===== src/rtl/ast_pkg.sv =====
package ast_pkg;
  typedef enum logic [2:0] {
    ST_IDLE = 3'd0,
    ST_MARK = 3'd1,
    ST_WAIT = 3'd2,
    ST_DATA = 3'd3,
    ST_RST  = 3'd4
  } ast_state_e;

  // Two line values for one clock period: hi in the high half, lo in the low half.
  typedef struct packed {
    logic hi;
    logic lo;
  } ast_pair_t;
endpackage


===== src/rtl/ast_ctrl.sv =====
module ast_ctrl
  import ast_pkg::*;
#(
  parameter int DLY_W = 3,
  parameter int NBEAT = 3
) (
  input  logic             clk,
  input  logic             rst_n,
  input  logic             peak_i,
  input  logic [DLY_W-1:0] delay_i,
  output logic             mark_o,
  output logic             load_o,
  output logic             adv_o,
  output logic             busy_o,
  output logic             overrun_o
);
  localparam int BEAT_W = (NBEAT > 1) ? $clog2(NBEAT) : 1;
  localparam logic [BEAT_W-1:0] LAST_BEAT = BEAT_W'(NBEAT - 1);

  ast_state_e        state_q, state_n;
  logic [DLY_W-1:0]  cnt_q, cnt_n;
  logic [BEAT_W-1:0] beat_q, beat_n;
  logic              ovr_q, ovr_n;
  logic              cnt_en, beat_en;

  // next-state logic
  always_comb begin
    state_n = state_q;
    cnt_n   = cnt_q;
    beat_n  = beat_q;
    ovr_n   = ovr_q;
    mark_o  = 1'b0;
    load_o  = 1'b0;
    adv_o   = 1'b0;
    cnt_en  = 1'b0;
    beat_en = 1'b0;
    if (peak_i && (state_q != ST_IDLE)) ovr_n = 1'b1;
    unique case (state_q)
      ST_IDLE: if (peak_i) begin
        state_n = ST_MARK;
        mark_o  = 1'b1;
      end
      ST_MARK: begin
        if (delay_i == '0) begin
          state_n = ST_DATA;
          load_o  = 1'b1;
          beat_n  = '0;
          beat_en = 1'b1;
        end else begin
          state_n = ST_WAIT;
          cnt_n   = delay_i;
          cnt_en  = 1'b1;
        end
      end
      ST_WAIT: begin
        if (cnt_q == DLY_W'(1)) begin
          state_n = ST_DATA;
          load_o  = 1'b1;
          beat_n  = '0;
          beat_en = 1'b1;
        end else begin
          cnt_n  = cnt_q - DLY_W'(1);
          cnt_en = 1'b1;
        end
      end
      ST_DATA: begin
        if (beat_q == LAST_BEAT) begin
          state_n = ST_RST;
        end else begin
          beat_n  = beat_q + BEAT_W'(1);
          beat_en = 1'b1;
          adv_o   = 1'b1;
        end
      end
      ST_RST:  state_n = ST_IDLE;
      default: state_n = ST_IDLE;
    endcase
  end

  // registers
  always_ff @(posedge clk or negedge rst_n) begin
    if (!rst_n) begin
      state_q <= ST_IDLE;
      cnt_q   <= '0;
      beat_q  <= '0;
      ovr_q   <= 1'b0;
    end else begin
      state_q <= state_n;
      ovr_q   <= ovr_n;
      if (cnt_en)  cnt_q  <= cnt_n;
      if (beat_en) beat_q <= beat_n;
    end
  end

  assign busy_o    = (state_q != ST_IDLE);
  assign overrun_o = ovr_q;

  // a strobe while busy is dropped and flagged
  p_peak_ignored_r8: assert property (@(posedge clk) disable iff (!rst_n)
    (busy_o && peak_i) |=> overrun_o);
  p_overrun_sticky_r8: assert property (@(posedge clk) disable iff (!rst_n)
    overrun_o |=> overrun_o);
  // an event only begins from a sampled strobe
  p_start_from_peak_r7: assert property (@(posedge clk) disable iff (!rst_n)
    $rose(busy_o) |-> $past(peak_i));
  // reset phase is a single period, then idle
  p_rst_phase_r6: assert property (@(posedge clk) disable iff (!rst_n)
    (state_q == ST_RST) |=> !busy_o);
  // the wait never runs past its programmed length
  p_wait_bound_r3: assert property (@(posedge clk) disable iff (!rst_n)
    (state_q == ST_WAIT) |-> (cnt_q != '0));
endmodule


===== src/rtl/ast_shift.sv =====
module ast_shift
  import ast_pkg::*;
#(
  parameter int AMP_W = 6
) (
  input  logic             clk,
  input  logic             rst_n,
  input  logic             mark_i,
  input  logic             load_i,
  input  logic             adv_i,
  input  logic [AMP_W-1:0] code_i,
  output ast_pair_t        pair_o
);
  logic [AMP_W-1:0] shreg_q, shreg_n;
  logic             shreg_en;

  // next-state logic: choose the two bits for the coming period
  always_comb begin
    shreg_n  = shreg_q;
    shreg_en = 1'b0;
    pair_o   = '0;
    if (mark_i) begin
      pair_o = '{hi: 1'b1, lo: 1'b1};
    end else if (load_i) begin
      pair_o   = '{hi: code_i[AMP_W-1], lo: code_i[AMP_W-2]};
      shreg_n  = code_i << 2;
      shreg_en = 1'b1;
    end else if (adv_i) begin
      pair_o   = '{hi: shreg_q[AMP_W-1], lo: shreg_q[AMP_W-2]};
      shreg_n  = shreg_q << 2;
      shreg_en = 1'b1;
    end
  end

  always_ff @(posedge clk or negedge rst_n) begin
    if (!rst_n)        shreg_q <= '0;
    else if (shreg_en) shreg_q <= shreg_n;
  end

  // capture and shift never happen together
  p_one_source_r4: assert property (@(posedge clk) disable iff (!rst_n)
    $countones({mark_i, load_i, adv_i}) <= 1);
endmodule


===== src/rtl/ast_ddr_out.sv =====
module ast_ddr_out
  import ast_pkg::*;
(
  input  logic      clk,
  input  logic      rst_n,
  input  ast_pair_t pair_i,
  output logic      ser_o
);
  logic hi_q, lo_hold_q, lo_q;

  always_ff @(posedge clk or negedge rst_n) begin
    if (!rst_n) begin
      hi_q      <= 1'b0;
      lo_hold_q <= 1'b0;
    end else begin
      hi_q      <= pair_i.hi;
      lo_hold_q <= pair_i.lo;
    end
  end

  always_ff @(negedge clk or negedge rst_n) begin
    if (!rst_n) lo_q <= 1'b0;
    else        lo_q <= lo_hold_q;
  end

  // Clock-selected mux: each half is driven by a register of its own edge.
  assign ser_o = clk ? hi_q : lo_q;
endmodule


===== src/rtl/amp_serial_tx.sv =====
module amp_serial_tx
  import ast_pkg::*;
#(
  parameter int AMP_W = 6,
  parameter int DLY_W = 3
) (
  input  logic             clk,
  input  logic             rst_n,
  input  logic             peak_i,
  input  logic [DLY_W-1:0] conv_dly_i,
  input  logic [AMP_W-1:0] amp_code_i,
  output logic             ser_o,
  output logic             busy_o,
  output logic             ready_o,
  output logic             overrun_o
);
  localparam int NBEAT = AMP_W / 2;

  logic      mark_w, load_w, adv_w;
  ast_pair_t pair_w;

  ast_ctrl #(.DLY_W(DLY_W), .NBEAT(NBEAT)) i_ctrl (
    .clk       (clk),
    .rst_n     (rst_n),
    .peak_i    (peak_i),
    .delay_i   (conv_dly_i),
    .mark_o    (mark_w),
    .load_o    (load_w),
    .adv_o     (adv_w),
    .busy_o    (busy_o),
    .overrun_o (overrun_o)
  );

  ast_shift #(.AMP_W(AMP_W)) i_shift (
    .clk    (clk),
    .rst_n  (rst_n),
    .mark_i (mark_w),
    .load_i (load_w),
    .adv_i  (adv_w),
    .code_i (amp_code_i),
    .pair_o (pair_w)
  );

  ast_ddr_out i_ddr (
    .clk    (clk),
    .rst_n  (rst_n),
    .pair_i (pair_w),
    .ser_o  (ser_o)
  );

  assign ready_o = !busy_o;

  // a period spent idle leaves the line low in its low half
  p_line_idle_r1: assert property (@(posedge clk) disable iff (!rst_n)
    !busy_o |-> !ser_o);
  // an accepted strobe always opens with the marker
  p_marker_r2: assert property (@(posedge clk) disable iff (!rst_n)
    (!busy_o && peak_i) |=> busy_o);
endmodule


===== config.mk =====
export PLATFORM = sky130hd
export DESIGN_NAME = amp_serial_tx
export DESIGN_NICKNAME = d
export VERILOG_FILES = /design/src/rtl/ast_pkg.sv /design/src/rtl/ast_ctrl.sv /design/src/rtl/ast_shift.sv /design/src/rtl/ast_ddr_out.sv /design/src/rtl/amp_serial_tx.sv
export SDC_FILE = /design/constraint.sdc
export NUM_CORES = 1
export LEC_CHECK = 0
export BUFFER_PORTS_ARGS = -buffer_cell sky130_fd_sc_hd__buf_2
export CAP_MARGIN = 40
export CORE_AREA = 2 2 56 58
export CTS_BUF_LIST = sky130_fd_sc_hd__clkbuf_16
export DETAILED_ROUTE_END_ITERATION = 8
export DIE_AREA = 0 0 58 60
export GPL_ROUTABILITY_DRIVEN = 0
export REMOVE_ABC_BUFFERS = 1
export SYNTH_ARGS = -nofsm -noshare
export SYNTH_HDL_FRONTEND = slang
export SYNTH_SLANG_ARGS = --single-unit

===== constraint.sdc =====
create_clock -name clk -period 2.4 [get_ports clk]
set_input_delay 0.48 -clock clk [delete_from_list [all_inputs] [get_ports clk]]
set_output_delay 0.48 -clock clk [all_outputs]
set_load 0.03 [all_outputs]

==> results.txt, run 1 <==
----------------------------------------------------
[Power and ir drop]
  Power density over the cells ... between 1000 and 1500 nW/µm²
  Peak supply drop ... slightly below 0.0006 V
  Reported leakage power ... 0.542 nW

[Placed design]
  Pre-CTS setup slack ... 0.00429 ns
  Number of port buffers ... 15
  Cell Count Post-Placement ... 124
  HPWL after detailed placement ... ~1200 µm

[Worst setup path]
  Largest fanout of any net on the critical path ... 1
  Register-to-Register Setup Slack ... between 0.6 and 0.7 ns
  Category of the critical setup timing path ... reg -> out
  Endpoint type of the worst setup path ... output pin
  Data required time at the worst endpoint ... 1.92 ns
  Data arrival time at the worst-slack endpoint ... about 2.3 ns
  CP startpoint kind ... flip-flop

[Yosys]
  Share of the yosys chip area belonging to registers ... 44.4%
  Average instance area after synthesis ... 11.4 µm²
  Library cell with the highest instance count after synthesis ... dfrtp_1
  Total of warnings raised by yosys ... 0
  Cell taking the most area after synthesis ... dfrtp_1
  Largest cells by area after synthesis ... dfrtp_1, ha_1, mux2_2
  Share of the synthesized area in the top cell type ... 41.7%
  EDFF count, synth ... 0
  Post-Synthesis Cells ... 79
  Post-synthesis register bit count ... 16
  Post-Synthesis Cell Area ... 901 µm²
  Yosys cell types ... 38
  Ys async rst share ... 100%
  Leading post-synthesis cells by instance count ... dfrtp_1, nand2_1, inv_1, nor3_1
  Predominant post-synthesis flop cell ... dfrtp_1

[Timing]
  Post-route clock skew ... 0.0509 ns
  Final setup margin ... -0.401 ns
  Final-layout worst hold slack ... 0.0848 ns
  Setup-failing EPs final ... 1
  Worst-Margin Slew ... approximately 0.63 ns
  Remaining max-slew budget at the tightest pin ... between 50% and 60%
  Final number of hold-violating endpoints ... 0
  Setup repair after global routing missed its margin ... true
  Max-slew violation count ... 0

[Job]
  Max-capacitance violation count ... 0

[Floorplanning]
  Chip height ... 60 µm
  Area inside the core boundary ... 2900 µm²
  Placement row count ... 20
  Initial Util ... a little under a third
  Total I/O pin count ... 16
  Die width ... 58 µm
  Total Die Area ... roughly 3500 µm²

[Final layout]
  Share of post-route cells with drive strength above 1 ... 35.7%
  Final non-filler cell total ... about 130
  Net total in the final layout ... around 110
  Antenna Cells ... 0
  Synthesis-to-finish area growth ... 28.5%

[Global routing]
  Overall global routing resource usage ... about an eighth
  Vias in the first global route ... roughly 740
  Antenna violations before repair ... 0
  M2 GR Usage ... around a fifth
  Peak-usage layer in the global routing report ... met2
  First-pass GRT wire length ... approximately 3300 µm
  GR Layer Usage met3 ... about 4.5%
  Maximum number of pins on one net before global-route repair ... 16
  Met1 track demand over resource ... between 10% and 20%
  Sum of overflow across all layers after global routing ... 0

[Route]
  Wirelength per Cell ... ~14 µm
  Average via count per standard cell ... ~5
  Via count ... 671
  First drt pass iteration count ... 4
  Iteration-0 DRC count of the detailed router ... 17
  Remaining antenna violation count after routing ... 0
  Total Routed Length ... 1860 µm
  DRC errors left ... 0

[Clock network]
  Clock transition time at the flip-flop clock pins of the worst setup and hold paths ... around 0.05 ns
  TritonCTS clock tree ... done
  Worst-skew pair later-pin latency ... approximately 0.41 ns

[Min path]
  Worst hold path class ... in -> async

[Outcome]
  Violated checks ... setup timing
  Result of the run ... complete, but fails checks

----------------------------------------------------
worst paths after layout:
check	from	endpoint	cells past startpoint
worst min-delay path	rst_n	i_ctrl.state_q[2]$_DFFE_PN0P_	2
worst max register to register	i_ctrl.beat_q[0]$_DFFE_PN0P_	i_shift.shreg_q[4]$_DFFE_PN0P_	5
worst max-delay path	i_ddr.lo_q$_DFF_NN0_	ser_o	2
worst min register to register	i_ctrl.overrun_o$_DFFE_PN0P_	i_ctrl.overrun_o$_DFFE_PN0P_	1
max in group asynchronous	rst_n	i_ddr.lo_q$_DFF_NN0_	1
min in group clk	peak_i	i_ctrl.overrun_o$_DFFE_PN0P_	2
power breakdown:
group	leakage, nW	internal, W	total [W]	switching (W)
logic	0.254	0.000309	0.000604	0.000295
clock network	0.0904	0.000463	0.000630	0.000167
registers	0.198	0.000380	0.000470	0.0000899
total	0.542	0.00115	0.00170	0.000552
metal layers:
metal / part of all wire [%] / up-vias
met1: 49 / 319
met5: 0 / -
met4: 1.8 / 0
li1: - / 331
met3: 4.0 / 3
met2: 46 / 18
sequential cells by signal, summed over array words and instances, names as in the netlist:
signal            flops
i_ctrl.cnt_q          3
i_shift.shreg_q       4
i_ddr.lo_hold_q       1
i_ctrl.overrun_o      1
i_ddr.hi_q            1
i_ctrl.state_q        3
i_ctrl.beat_q         2
i_ddr.lo_q            1
metrics by stage:
stage	setup TNS, ns	util [%]	area [µm²]	total power [W]
floorplan	0	-	873	0.000977
global placement	0	34.4	997	0.00109
detailed placement	0	34.4	997	0.00112
CTS	-0.408	39.9	1160	0.00172
global route	-0.422	39.9	1160	0.00183
finish	-0.401	39.9	1160	0.00170
logic make-up after synthesis:
| family | after synthesis | share of synthesized area, % |
|---|---|---|
| buffers and inverters | 10 | 5.55 |
| flip-flops | 16 | 44.4 |
| AO/OA/AOI/OAI | 14 | 14.0 |
| multiplexers | 8 | 12.2 |
| AND/OR/NAND/NOR | 28 | 19.6 |
| adder cells (fa/ha/maj) | 3 | 4.17 |
worst max-delay path, cell delays in order (launching register included):
cell and delay (ns):
dfrtn_1 0.31, mux2_2 0.26, buf_6 0.14
timing repair:
action,CTS,global route
buffers inserted,0,0
hold buffers,0,0
endpoints found under the setup margin,1,1
resized for setup,2,0
cells in the final DEF (no fill, tap or decap), types with 2 or more instances in the layout:
master,netlist,routed
nor2_1,3,3
buf_2,0,14
clkbuf_16,0,6
dfrtp_1,15,15
a221oi_1,2,2
nor3b_1,2,2
nor3_1,4,4
ha_1,3,3
mux2i_1,2,2
a221o_2,2,2
or3b_4,2,2
mux2_4,2,2
nand2_1,8,8
inv_1,6,7
mux2_2,3,3
area by class of cell:
cell class / count / area [µm²]
fillers: 288 / 1750
multi-input cells: 53 / 450
flip-flops and latches: 16 / 400
clock buffers: 7 / 161
repair buffers: 15 / 77.6
well taps: 33 / 41.3
inverters: 6 / 22.5
clock inverters: 1 / 3.75
Power figures use the tool's default switching activity.
==> run 2, diff against run 1 <==
--- a/config.mk
+++ b/config.mk
@@ -5,12 +5,12 @@
 export SDC_FILE = /design/constraint.sdc
 export NUM_CORES = 1
 export LEC_CHECK = 0
-export BUFFER_PORTS_ARGS = -buffer_cell sky130_fd_sc_hd__buf_2
-export CAP_MARGIN = 40
+export CAP_MARGIN = 5
 export CORE_AREA = 2 2 56 58
 export CTS_BUF_LIST = sky130_fd_sc_hd__clkbuf_16
 export DETAILED_ROUTE_END_ITERATION = 8
 export DIE_AREA = 0 0 58 60
+export DONT_BUFFER_PORTS = 1
 export GPL_ROUTABILITY_DRIVEN = 0
 export REMOVE_ABC_BUFFERS = 1
 export SYNTH_ARGS = -nofsm -noshare
==> run 2 against run 1 <==
  * The run still ends with setup timing left
  * Wire length shrank 2.3%
  * Largest power group unchanged
  * Die area is the same
  * Cell area shrank 6.5%
==> results.txt, run 2 (synthesized netlist as in run 1, its figures left out) <==
----------------------------------------------------
[Clock network]
  Worst-skew pair later-pin latency ... a little over 0.4 ns
  TritonCTS clock tree ... done
  Post-CTS Repair Setup Buffers ... 0
  Clock transition time at the flip-flop clock pins of the worst setup and hold paths ... 0.05 ns

[Route]
  Wirelength per Cell ... 15.7 µm
  Iteration-0 DRC count of the detailed router ... 14
  Via count ... 647
  DRC errors left ... 0
  Remaining antenna violation count after routing ... 0
  First drt pass iteration count ... 4
  Average via count per standard cell ... roughly 5.6
  Total Routed Length ... between 1500 and 2000 µm

[Timing]
  Max-slew violation count ... 0
  Post-route clock skew ... 0.0491 ns
  Remaining max-slew budget at the tightest pin ... roughly 53%
  Final setup margin ... -0.325 ns
  Setup repair after global routing missed its margin ... true
  Setup-failing EPs final ... 1
  Worst-Margin Slew ... between 0.7 and 0.8 ns
  Final number of hold-violating endpoints ... 0

[Final layout]
  Register name with the most flops ... i_shift.shreg_q
  Area of all placed cells without fillers ... 1080 µm²
  Utilization after layout ... around 37%
  Share of post-route cells with drive strength above 1 ... about 23%
  Net total in the final layout ... 99
  Antenna Cells ... 0
  Fill cell instance count of the final layout ... 288
  Max FFs per register ... 4
  Commonest cells after routing, fill and taps aside ... dfrtp_1, nand2_1, inv_1, clkbuf_16, nor3_1
  Registers with the most flip-flops ... i_shift.shreg_q: 4 flops, i_ctrl.cnt_q: 3 flops, i_ctrl.state_q: 3 flops
  Most common library cell in the layout ignoring fill and taps ... dfrtp_1
  Synthesis-to-finish area growth ... 20.1%

[Worst setup path]
  Data arrival time at the worst-slack endpoint ... roughly 2.2 ns
  CP startpoint kind ... flip-flop
  Critical path, cell by cell ... mux2_4
  Largest stage delay, worst path ... 0.32 ns
  Endpoint type of the worst setup path ... output pin
  Sum of buffers and inverters on the critical path ... 0
  Cell with the largest stage delay on the worst path ... dfrtn_1
  Category of the critical setup timing path ... reg -> out
  Largest fanout of any net on the critical path ... 1
  Data required time at the worst endpoint ... approximately 1.9 ns
  Kind of cell adding the most delay to the critical path ... flip-flops

[Floorplanning]
  Initial Util ... a little under a third
  Placement row count ... 20
  Total Die Area ... about 3500 µm²
  Total I/O pin count ... 16
  Area inside the core boundary ... about 2900 µm²
  Chip height ... ~60 µm
  Die width ... slightly below 60 µm

[Power and ir drop]
  Power spent charging and discharging nets ... about 0.00054 W
  Cell-internal power ... 0.00113 W
  Peak supply drop ... ~0.00070 V
  Portion of total power attributed to sequential cells ... 28.4%
  Clock network power share ... between 30% and 40%
  Switching share of total power ... 32.3%
  Power density over the cells ... 1540 nW/µm²
  Reported leakage power ... between 0.4 and 0.5 nW
  Gate power share ... 34.6%

[Job]
  Max-capacitance violation count ... 0

[Global routing]
  Antenna violations before repair ... 0
  First-pass GRT wire length ... 3060 µm
  Sum of overflow across all layers after global routing ... 0
  Vias in the first global route ... 700
  Maximum number of pins on one net before global-route repair ... 16
  Overall global routing resource usage ... between 10% and 20%

[Placed design]
  HPWL after detailed placement ... roughly 1300 µm
  Number of port buffers ... 0
  Dpl cell area ... between 900 and 1000 µm²

[Outcome]
  Violated checks ... setup timing
  Result of the run ... complete, but fails checks

[Min path]
  Worst hold path class ... in -> reg

----------------------------------------------------
==> run 2: cell types whose count changed in the layout (fill, tap and decap cells not counted) <==
cell / delta
clkinv_1: +1
buf_6: -1
inv_1: -1
mux2_4: +1
dlygate4sd3_1: +1
mux2_2: -1
buf_4: -1
buf_2: -14
==> run 2: repair_timing <==
item / 4_1_cts / 5_1_grt
hold endpoints to repair: 15 / 0
pin swaps: 0 / 0
hold buffers: 1 / 0
resized for setup: 1 / 0
endpoints found under the setup margin: 1 / 1
==> run 2: routing by layer <==
layer	routed length, µm	track usage, %	part of all wire [%]
met5	0	0	0
met2	867	20.3	48
met4	2	4.65	0.11
met1	787	12.6	43
met3	161	7.58	8.9
==> run 2: final timing paths <==
check                                               start                        endpoint  slack [ns]  cells past startpoint
setup / recovery                     i_ddr.lo_q$_DFF_NN0_                           ser_o       -0.32                      1
hold reg to reg            i_shift.shreg_q[5]$_DFFE_PN0P_            i_ddr.hi_q$_DFF_PN0_        0.51                      1
min in group asynchronous                           rst_n   i_ctrl.state_q[2]$_DFFE_PN0P_        0.61                      1
max in group asynchronous                           rst_n     i_ctrl.cnt_q[0]$_DFFE_PN0P_        1.35                      1
hold / removal                                     peak_i    i_ctrl.overrun_o$_DFFE_PN0P_        0.24                      1
setup reg to reg             i_ctrl.beat_q[0]$_DFFE_PN0P_  i_shift.shreg_q[4]$_DFFE_PN0P_        0.63                      5
==> run 2: power by group through the flow <==
stage	sequential (W)	combinational, W	clock, W
after floorplan	0.000448	0.000493	0.0000361
after global placement	0.000469	0.000551	0.0000361
after detailed placement	0.000477	0.000574	0.0000361
after CTS	0.000474	0.000583	0.000628
after global routing	0.000488	0.000646	0.000646
final	0.000474	0.000576	0.000616
==> run 2: stage by stage <==
step	setup TNS (ns)	cells	setup WS (ns)	hold WS [ns]	power, W
2_1_floorplan	0	75	0.0845	0.184	0.000977
3_3_place_gp	0	108	0.0825	0.185	0.00106
3_5_place_dp	0	108	0.0790	0.185	0.00109
4_1_cts	-0.331	116	-0.331	0.233	0.00169
5_1_grt	-0.342	116	-0.342	0.242	0.00178
6_report	-0.325	116	-0.325	0.237	0.00167
==> run 2: area by class of cell <==
class | count | area [µm²] | share of cell area [%]
multi-input cells | 53 | 454 | 42.0
flip-flops and latches | 16 | 400 | 37.0
clock buffers | 6 | 150 | 13.9
well taps | 33 | 41.3 | 3.82
inverters | 6 | 22.5 | 2.08
repair buffers | 1 | 10.0 | 0.925
clock inverters | 1 | 3.75 | 0.347
